===== config.mk =====
export PLATFORM = sky130hd
export DESIGN_NAME = clkgen_modclk
export DESIGN_NICKNAME = d
export VERILOG_FILES = /design/src/rtl/clkgen_pkg.sv /design/src/rtl/clkgen_ctl_reg.sv /design/src/rtl/clkgen_prediv.sv /design/src/rtl/clkgen_postdiv.sv /design/src/rtl/clkgen_modclk.sv
export SDC_FILE = /design/constraint.sdc
export NUM_CORES = 1
export LEC_CHECK = 0
export ABC_AREA = 1
export ABC_CLOCK_PERIOD_IN_PS = 1580
export BUFFER_PORTS_ARGS = -buffer_cell sky130_fd_sc_hd__buf_2
export CORE_ASPECT_RATIO = 1.5
export CORE_MARGIN = 10
export CORE_UTILIZATION = 43
export DETAILED_ROUTE_END_ITERATION = 16
export PLACE_DENSITY = 0.77
export SLEW_MARGIN = 20
export SYNTH_ARGS = -nofsm -noshare
export SYNTH_HDL_FRONTEND = slang
export SYNTH_SLANG_ARGS = --single-unit

===== constraint.sdc =====
create_clock -name clk -period 1.58 [get_ports clk]
set_clock_uncertainty 0.1 [all_clocks]
set_input_delay 0.079 -clock clk [delete_from_list [all_inputs] [get_ports clk]]
set_output_delay 0.079 -clock clk [all_outputs]
set_load 0.02 [all_outputs]

===== src/rtl/clkgen_pkg.sv =====
package clkgen_pkg;

    localparam int REG_W   = 32;
    localparam int NSRC    = 4;
    localparam int SEL_W   = $clog2(NSRC);
    localparam int P_W     = 2;
    localparam int M_W     = 4;
    localparam int PCNT_W  = (1 << P_W) - 1;

    localparam int EN_BIT  = 31;
    localparam int SEL_LSB = 24;
    localparam int P_LSB   = 16;
    localparam int M_LSB   = 0;

    typedef struct packed {
        logic [SEL_W-1:0] sel;
        logic [P_W-1:0]   p;
        logic [M_W-1:0]   m;
    } div_set_t;

    typedef struct packed {
        logic     en;
        div_set_t set;
    } ctl_t;

    function automatic ctl_t ctl_unpack(input logic [REG_W-1:0] w);
        ctl_t c;
        c.en      = w[EN_BIT];
        c.set.sel = w[SEL_LSB +: SEL_W];
        c.set.p   = w[P_LSB +: P_W];
        c.set.m   = w[M_LSB +: M_W];
        return c;
    endfunction

    function automatic logic [REG_W-1:0] ctl_pack(input ctl_t c);
        logic [REG_W-1:0] w;
        w                    = '0;
        w[EN_BIT]            = c.en;
        w[SEL_LSB +: SEL_W]  = c.set.sel;
        w[P_LSB +: P_W]      = c.set.p;
        w[M_LSB +: M_W]      = c.set.m;
        return w;
    endfunction

    // Terminal count of the pre-divider: 2^p - 1
    function automatic logic [PCNT_W-1:0] pre_limit(input logic [P_W-1:0] p);
        logic [PCNT_W-1:0] r;
        r = '0;
        for (int i = 0; i < PCNT_W; i++) begin
            if (i < int'(p)) r[i] = 1'b1;
        end
        return r;
    endfunction

    // Number of pre-divided ticks the level stays high; at least one
    function automatic logic [M_W:0] high_len(input logic [M_W-1:0] m);
        logic [M_W:0] n;
        logic [M_W:0] h;
        n = {1'b0, m} + 1'b1;
        h = n >> 1;
        if (h == '0) h = 1;
        return h;
    endfunction

endpackage


===== src/rtl/clkgen_ctl_reg.sv =====
module clkgen_ctl_reg
    import clkgen_pkg::*;
(
    input  logic             clk,
    input  logic             rst,
    input  logic             wr_en,
    input  logic [REG_W-1:0] wr_data,
    output ctl_t             ctl_q,
    output ctl_t             ctl_nxt,
    output logic [REG_W-1:0] rd_data
);

    localparam logic [REG_W-1:0] RD_MASK = ctl_pack('1);

    always_comb begin
        ctl_nxt = wr_en ? ctl_unpack(wr_data) : ctl_q;
    end

    always_ff @(posedge clk) begin
        if (rst) ctl_q <= '0;
        else     ctl_q <= ctl_nxt;
    end

    assign rd_data = ctl_pack(ctl_q);

    assert_readback_R2: assert property (@(posedge clk) disable iff (rst)
        wr_en |=> (rd_data == ($past(wr_data) & RD_MASK)));

endmodule


===== src/rtl/clkgen_prediv.sv =====
module clkgen_prediv
    import clkgen_pkg::*;
(
    input  logic             clk,
    input  logic             rst,
    input  logic             run,
    input  logic [NSRC-1:0]  src_tick,
    input  logic [SEL_W-1:0] sel,
    input  logic [P_W-1:0]   p,
    output logic             pre_tick
);

    logic [PCNT_W-1:0] pcnt;
    logic [PCNT_W-1:0] lim;
    logic              tick;

    assign lim      = pre_limit(p);
    assign tick     = src_tick[sel];
    assign pre_tick = run && tick && (pcnt == lim);

    always_ff @(posedge clk) begin
        if (rst || !run)  pcnt <= '0;
        else if (tick)    pcnt <= pre_tick ? '0 : pcnt + 1'b1;
    end

    assert_pre_bound_R5: assert property (@(posedge clk) disable iff (rst)
        run |-> (pcnt <= lim));

endmodule


===== src/rtl/clkgen_postdiv.sv =====
module clkgen_postdiv
    import clkgen_pkg::*;
(
    input  logic           clk,
    input  logic           rst,
    input  logic           run,
    input  logic           pre_tick,
    input  logic [M_W-1:0] m,
    output logic           wrap,
    output logic           lvl
);

    logic [M_W-1:0] mcnt;

    assign wrap = run && pre_tick && (mcnt == m);
    assign lvl  = run && ({1'b0, mcnt} < high_len(m));

    always_ff @(posedge clk) begin
        if (rst || !run)   mcnt <= '0;
        else if (pre_tick) mcnt <= (mcnt == m) ? '0 : mcnt + 1'b1;
    end

    assert_cnt_bound_R6: assert property (@(posedge clk) disable iff (rst)
        run |-> (mcnt <= m));

    assert_lvl_start_R7: assert property (@(posedge clk) disable iff (rst)
        wrap |=> (!run || lvl));

endmodule


===== src/rtl/clkgen_modclk.sv =====
module clkgen_modclk
    import clkgen_pkg::*;
(
    input  logic        clk,
    input  logic        rst,
    input  logic        wr_en,
    input  logic [31:0] wr_data,
    output logic [31:0] rd_data,
    input  logic [3:0]  src_tick,
    output logic        out_ce,
    output logic        out_lvl
);

    ctl_t     ctl_q;
    ctl_t     ctl_nxt;
    div_set_t act;
    logic     run;
    logic     pre_tick;
    logic     wrap;
    logic     lvl;

    clkgen_ctl_reg u_reg (
        .clk     (clk),
        .rst     (rst),
        .wr_en   (wr_en),
        .wr_data (wr_data),
        .ctl_q   (ctl_q),
        .ctl_nxt (ctl_nxt),
        .rd_data (rd_data)
    );

    assign run = ctl_q.en;

    // Active settings: follow the control word while stopped,
    // otherwise refresh only at a period boundary.
    always_ff @(posedge clk) begin
        if (rst)       act <= '0;
        else if (!run) act <= ctl_nxt.set;
        else if (wrap) act <= ctl_q.set;
    end

    clkgen_prediv u_pre (
        .clk      (clk),
        .rst      (rst),
        .run      (run),
        .src_tick (src_tick),
        .sel      (act.sel),
        .p        (act.p),
        .pre_tick (pre_tick)
    );

    clkgen_postdiv u_post (
        .clk      (clk),
        .rst      (rst),
        .run      (run),
        .pre_tick (pre_tick),
        .m        (act.m),
        .wrap     (wrap),
        .lvl      (lvl)
    );

    assign out_ce  = wrap;
    assign out_lvl = lvl;

    assert_off_quiet_R3: assert property (@(posedge clk) disable iff (rst)
        !run |-> (!out_ce && !out_lvl));

    assert_hold_set_R8: assert property (@(posedge clk) disable iff (rst)
        (run && !wrap) |=> $stable(act));

endmodule


Word level (Yosys, flattened, before mapping):

Cells that the tools add are included.

* add/sub/neg operators: 3
* $lt $le $gt $ge: 5
* eq/ne operators: 3
* muxes and demuxes: 11
* reductions and logical operators: 8

Operators by type and width (number)
* 8-bit two-way mux: 3
* 4-bit two-way mux: 2
* 4-bit by 1-bit adder with 5-bit output (second input constant): 1
* 1-bit logical AND: 5
* 5-bit zero test: 1
* 4-bit by 5-bit < comparator with 1-bit output: 1
* 4-bit by 1-bit adder with 4-bit output (second input constant): 1
* 4-bit == test: 1
* 1-bit by 2-bit < comparator with 1-bit output (first input constant): 2
* 1-bit two-way mux: 4
* 3-bit by 1-bit adder with 3-bit output (second input constant): 1
* 3-bit == test: 1
* 2-bit by 3-bit < comparator with 1-bit output (second input constant): 1
* 3-bit two-way mux: 1
* 1-bit binary-select mux with 2-bit select: 1
* 2-bit < comparator (first input constant): 1
* 2-bit inequality test (second input constant): 1
* 1-bit zero test: 1
* 1-bit logical OR: 1

* register bits: 24
* bits of input ports: 39
* output and inout bits: 34
* logic and storage cells: 39

Depth between registers and ports, before layout:

* word-level depth: 8
* depth in mapped cells: 10
* gate-level depth less buffers: 10

Modules after synthesis:

From an unflattened synthesis, not the netlist that was laid out.

* cells, all modules: 285
* area total of the unflattened synthesis: 1900.6 um^2

Modules (own cells, without submodules)
* clkgen_ctl_reg: times used 1, cells each 108, area an instance 765.7 um^2
* clkgen_modclk: times used 1, cells each 62, area an instance 421.7 um^2
* clkgen_postdiv: times used 1, cells each 54, area an instance 375.4 um^2
* clkgen_prediv: times used 1, cells each 61, area an instance 337.8 um^2

Worst setup path after synthesis:

Ideal clock, no wire load.

* path type: reg2out
* start: reg act[0] (netlist bit)
* end: out out_lvl
* arrival: 1.679 ns
* slack: -0.278 ns
* stages on the path, launching flop included: 9
* buffers on the path: 0
* path through: dfxtp_1 > ha_1 > nand2_1 > nor2_1 > inv_1 > ha_1 > a211oi_1 > nand2_1 > a21oi_1

* word-level cells in the longest chain between the ends: 5

Ends and longest elaborated chain
* from (decl): RTL line clkgen_modclk.sv:16 `div_set_t act;`
* from (signal assigned): RTL line clkgen_modclk.sv:38 `else if (!run) act <= ctl_nxt.set;`
* from (signal assigned): RTL line clkgen_modclk.sv:39 `else if (wrap) act <= ctl_q.set;`
* 4-bit by 1-bit adder with 5-bit output (*): RTL line clkgen_pkg.sv:59 `n = {1'b0, m} + 1'b1;`
* 5-bit zero test: RTL line clkgen_pkg.sv:61 `if (h == '0) h = 1;`
* 4-bit two-way mux (*): RTL line clkgen_pkg.sv:61
* 4-bit by 5-bit < comparator with 1-bit output (*): RTL line clkgen_postdiv.sv:16 `assign lvl = run && ({1'b0, mcnt} < high_len(m));`
* 1-bit logical AND (*): RTL line clkgen_postdiv.sv:16
* to (decl): RTL line clkgen_modclk.sv:11 `output logic out_lvl`

Every way passes the cells marked *; elsewhere a longest branch is shown, timed or not.

Worst setup path after layout:

Ends and elaborated chain as after synthesis.

==> impl_metrics.tcl <==
set metrics [dict create \
    startpoint_type "flop" \
    worst-r2r-setup-slack_ns 0.11 \
    hold_path_class "primary input to flop" \
    clock_latency_ns 0.28 \
    pre_cts_ws_ns -0.1213 \
    syn_to_final_growth_pct 23.29 \
    cts.path.max_buffers 2 \
    synth.distinct_cells 31 \
    dp.cells 317 \
    worstSetupEndpointType "output port" \
    fin_crit_sh_pct 124.6 \
    vias_per_cell 4.676 \
    p_leak_nw 0.9808 \
    cap_viol_max_count 0 \
    whs_ns 0.01194 \
    dr.pass1.iters 4 \
    mappedNetlistArea_um2 1703 \
    io_buffer_count 26 \
    reg2reg_to "u_post.mcnt[3]" \
    crit_fanout 3 \
    drtIter0Drc 16 \
    setup_violations 1 \
    critPathKind "flop to output port" \
    yosysTopAreaCell "dfxtp_1" \
    finalHoldViolations 0 \
    grt_pass1_vias 1632 \
    async_reset_ff_share_pct 0 \
    seqPwrFrac_pct 44.7 \
    violations "setup timing" \
    slew_violations 0 \
    cts_buffers 3 \
    p_int_mw 0.9953 \
    status "finished with violations" \
    clkPwrFrac_pct 29.2 \
    die_area_um2 6929 \
    rsz0062_at_grt "yes" \
    synth_edf_count 0 \
    hold_path_end "u_reg.ctl_q[8]" \
    die_h_um 97.08 \
    initial_core_util_pct 43.79 \
    cp.required_ns 1.40 \
    cts_max_level 1 \
    hold_start "rst" \
    grt_max_degree 19 \
    finalNetCount 334 \
    power_density_nw_per_um2 699.3 \
    num_io_pins 73 \
    clockRootBuffer "clkbuf_8" \
    globalplace.congestion 0.8184 \
    rr_startpoint "act[2]" \
    dpl_cell_area_um2 1889 \
    final_cell_area_um2 2100 \
    dpl.hpwl_um 3089 \
    synth_area_leaders "dfxtp_1, nand2_1, buf_4, nand3_1, inv_1" \
    fin_ws_ns -0.3884 \
    p_switching_mw 0.4730 \
    ys.flop_type "dfxtp_1" \
    syn_inst 243 \
    rows 28 \
    wl_um 4020 \
    antenna_found_initial 0 \
    combPwrFrac_pct 26.1 \
    grt_pass1_wl_um 6893 \
    clkTransAtPathRegs_ns 0.08 \
    vias 1557 \
    synth_top_area_share_pct 28.21 \
    die_w_um 71.38 \
    ant_nets 0 \
    setup_tns_ns -0.3884 \
    ys_ff_latch 24 \
    drc 0 \
    cts_tree "yes" \
    ys.warnings.count 0 \
    instances_no_fill 333 \
    p_sw_share_pct 32.21 \
    avgSynthCellArea_um2 7.008 \
    critPathArrivalTime_ns 1.79 \
    fmax_mhz 508.0 \
    cts.sinks 24 \
    track_usage_pct 11.57 \
    post-synth-top-count-cell "nand2_1" \
    core-area_um2 3889 \
    ir_drop_mv 0.6102 \
    wl_per_cell_um 12.07 \
    diodes 0 \
    num-fill-cells 373 \
    r2r_cells 8 \
    ys_seq_area_share_pct 28.21 \
    grt_overflow_total 0 \
    period_minus_slack_ns 1.968 \
    drive_above_1_share_pct 29.86 \
    hold_path_depth 2 \
    synthTopCellsByCount "nand2_1, inv_1, buf_4, dfxtp_1, nand3_1" \
]
## registers in the layout (all words and copies together) (netlist names)
| register | count |
|---|---|
| u_reg.ctl_q | 9 |
| act | 8 |
| u_post.mcnt | 4 |
| u_pre.pcnt | 3 |
## what timing repair did
action                     4_1_cts  5_1_grt
resized for setup               11        7
hold buffers                     9        0
setup endpoints to repair        2        7
hold endpoints to repair         9        0
pin swaps                        7        2
setup buffers                    2        1
## final cells by class
| cell class | instances | area, µm² | area share, % |
|---|---|---|---|
| flip-flops and latches | 24 | 494.2 | 23.54 |
| repair buffers | 49 | 341.6 | 16.27 |
| well taps | 45 | 56.30 | 2.682 |
| clock buffers | 4 | 55.05 | 2.622 |
| inverters | 31 | 117.6 | 5.602 |
| multi-input cells | 180 | 1035 | 49.28 |
## placed cells by master (no fill, tap or decap), types with 3 or more instances in the layout
cell type / synthesis / layout
buf_2: 3 / 24
buf_6: 1 / 3
inv_1: 29 / 26
nand2_4: 3 / 3
nand4_1: 8 / 8
or2_2: 8 / 8
xor2_1: 3 / 3
ha_1: 6 / 4
nor2_1: 21 / 20
clkbuf_8: 0 / 4
dfxtp_2: 0 / 5
dlygate4sd3_1: 0 / 9
nand2_2: 2 / 4
conb_1: 1 / 23
nand2_1: 54 / 52
inv_2: 1 / 4
nand3_1: 24 / 24
buf_4: 24 / 13
dfxtp_1: 24 / 17
a21oi_1: 12 / 11
## worst max-delay path, stage by stage, from the launching register on
cell and delay (ns):
dfxtp_4 0.37, ha_4 0.15, xor2_1 0.21, inv_1 0.07, ha_1 0.26, and3_1 0.17
a21oi_4 0.15, buf_6 0.13
## routing by layer
metal / vias up / track usage, % / part of all wire [%]
met2: 41 / 21.19 / 53
met3: 5 / 2.863 / 5.5
li1: 810 / - / -
met5: - / 0 / 0
met1: 701 / 11.45 / 39
met4: 0 / 5.680 / 1.9
## stage by stage
stage / utilization (%) / total power [mW]
after floorplan: - / 0.9652
after global placement: 48.58 / 1.010
after detailed placement: 48.58 / 1.016
after CTS: 53.47 / 1.464
after global routing: 53.99 / 1.535
final: 53.99 / 1.468
## power by group through the flow
stage | sequential [mW] | clock, mW | combinational (mW)
finish | 0.656 | 0.429 | 0.383
global route | 0.660 | 0.451 | 0.423
CTS | 0.655 | 0.432 | 0.377
detailed placement | 0.669 | 0 | 0.348
global placement | 0.667 | 0 | 0.342
floorplan | 0.680 | 0 | 0.285
## worst max path at each step
stage               depth (start not counted)  slack (ns)   start      end
detailed placement                          9       -0.12  act[1]  out_lvl
global route                                7       -0.51  act[0]  out_lvl
CTS                                         9       -0.37  act[0]  out_lvl
floorplan                                   8        0.02  act[1]  out_lvl
finish                                      7       -0.39  act[0]  out_lvl
global placement                            9       -0.09  act[1]  out_lvl
## logic make-up after synthesis
group,synth area share (%)
xor gates and xnor gates,2.572
adders and majority gates,4.408
AOI/OAI and AO/OA,7.789
and+or+nand+nor,37.33
other,0.2202
buffers and inverters,19.47
DFF,28.21
No activity file was read; power rests on OpenSTA's default activity.
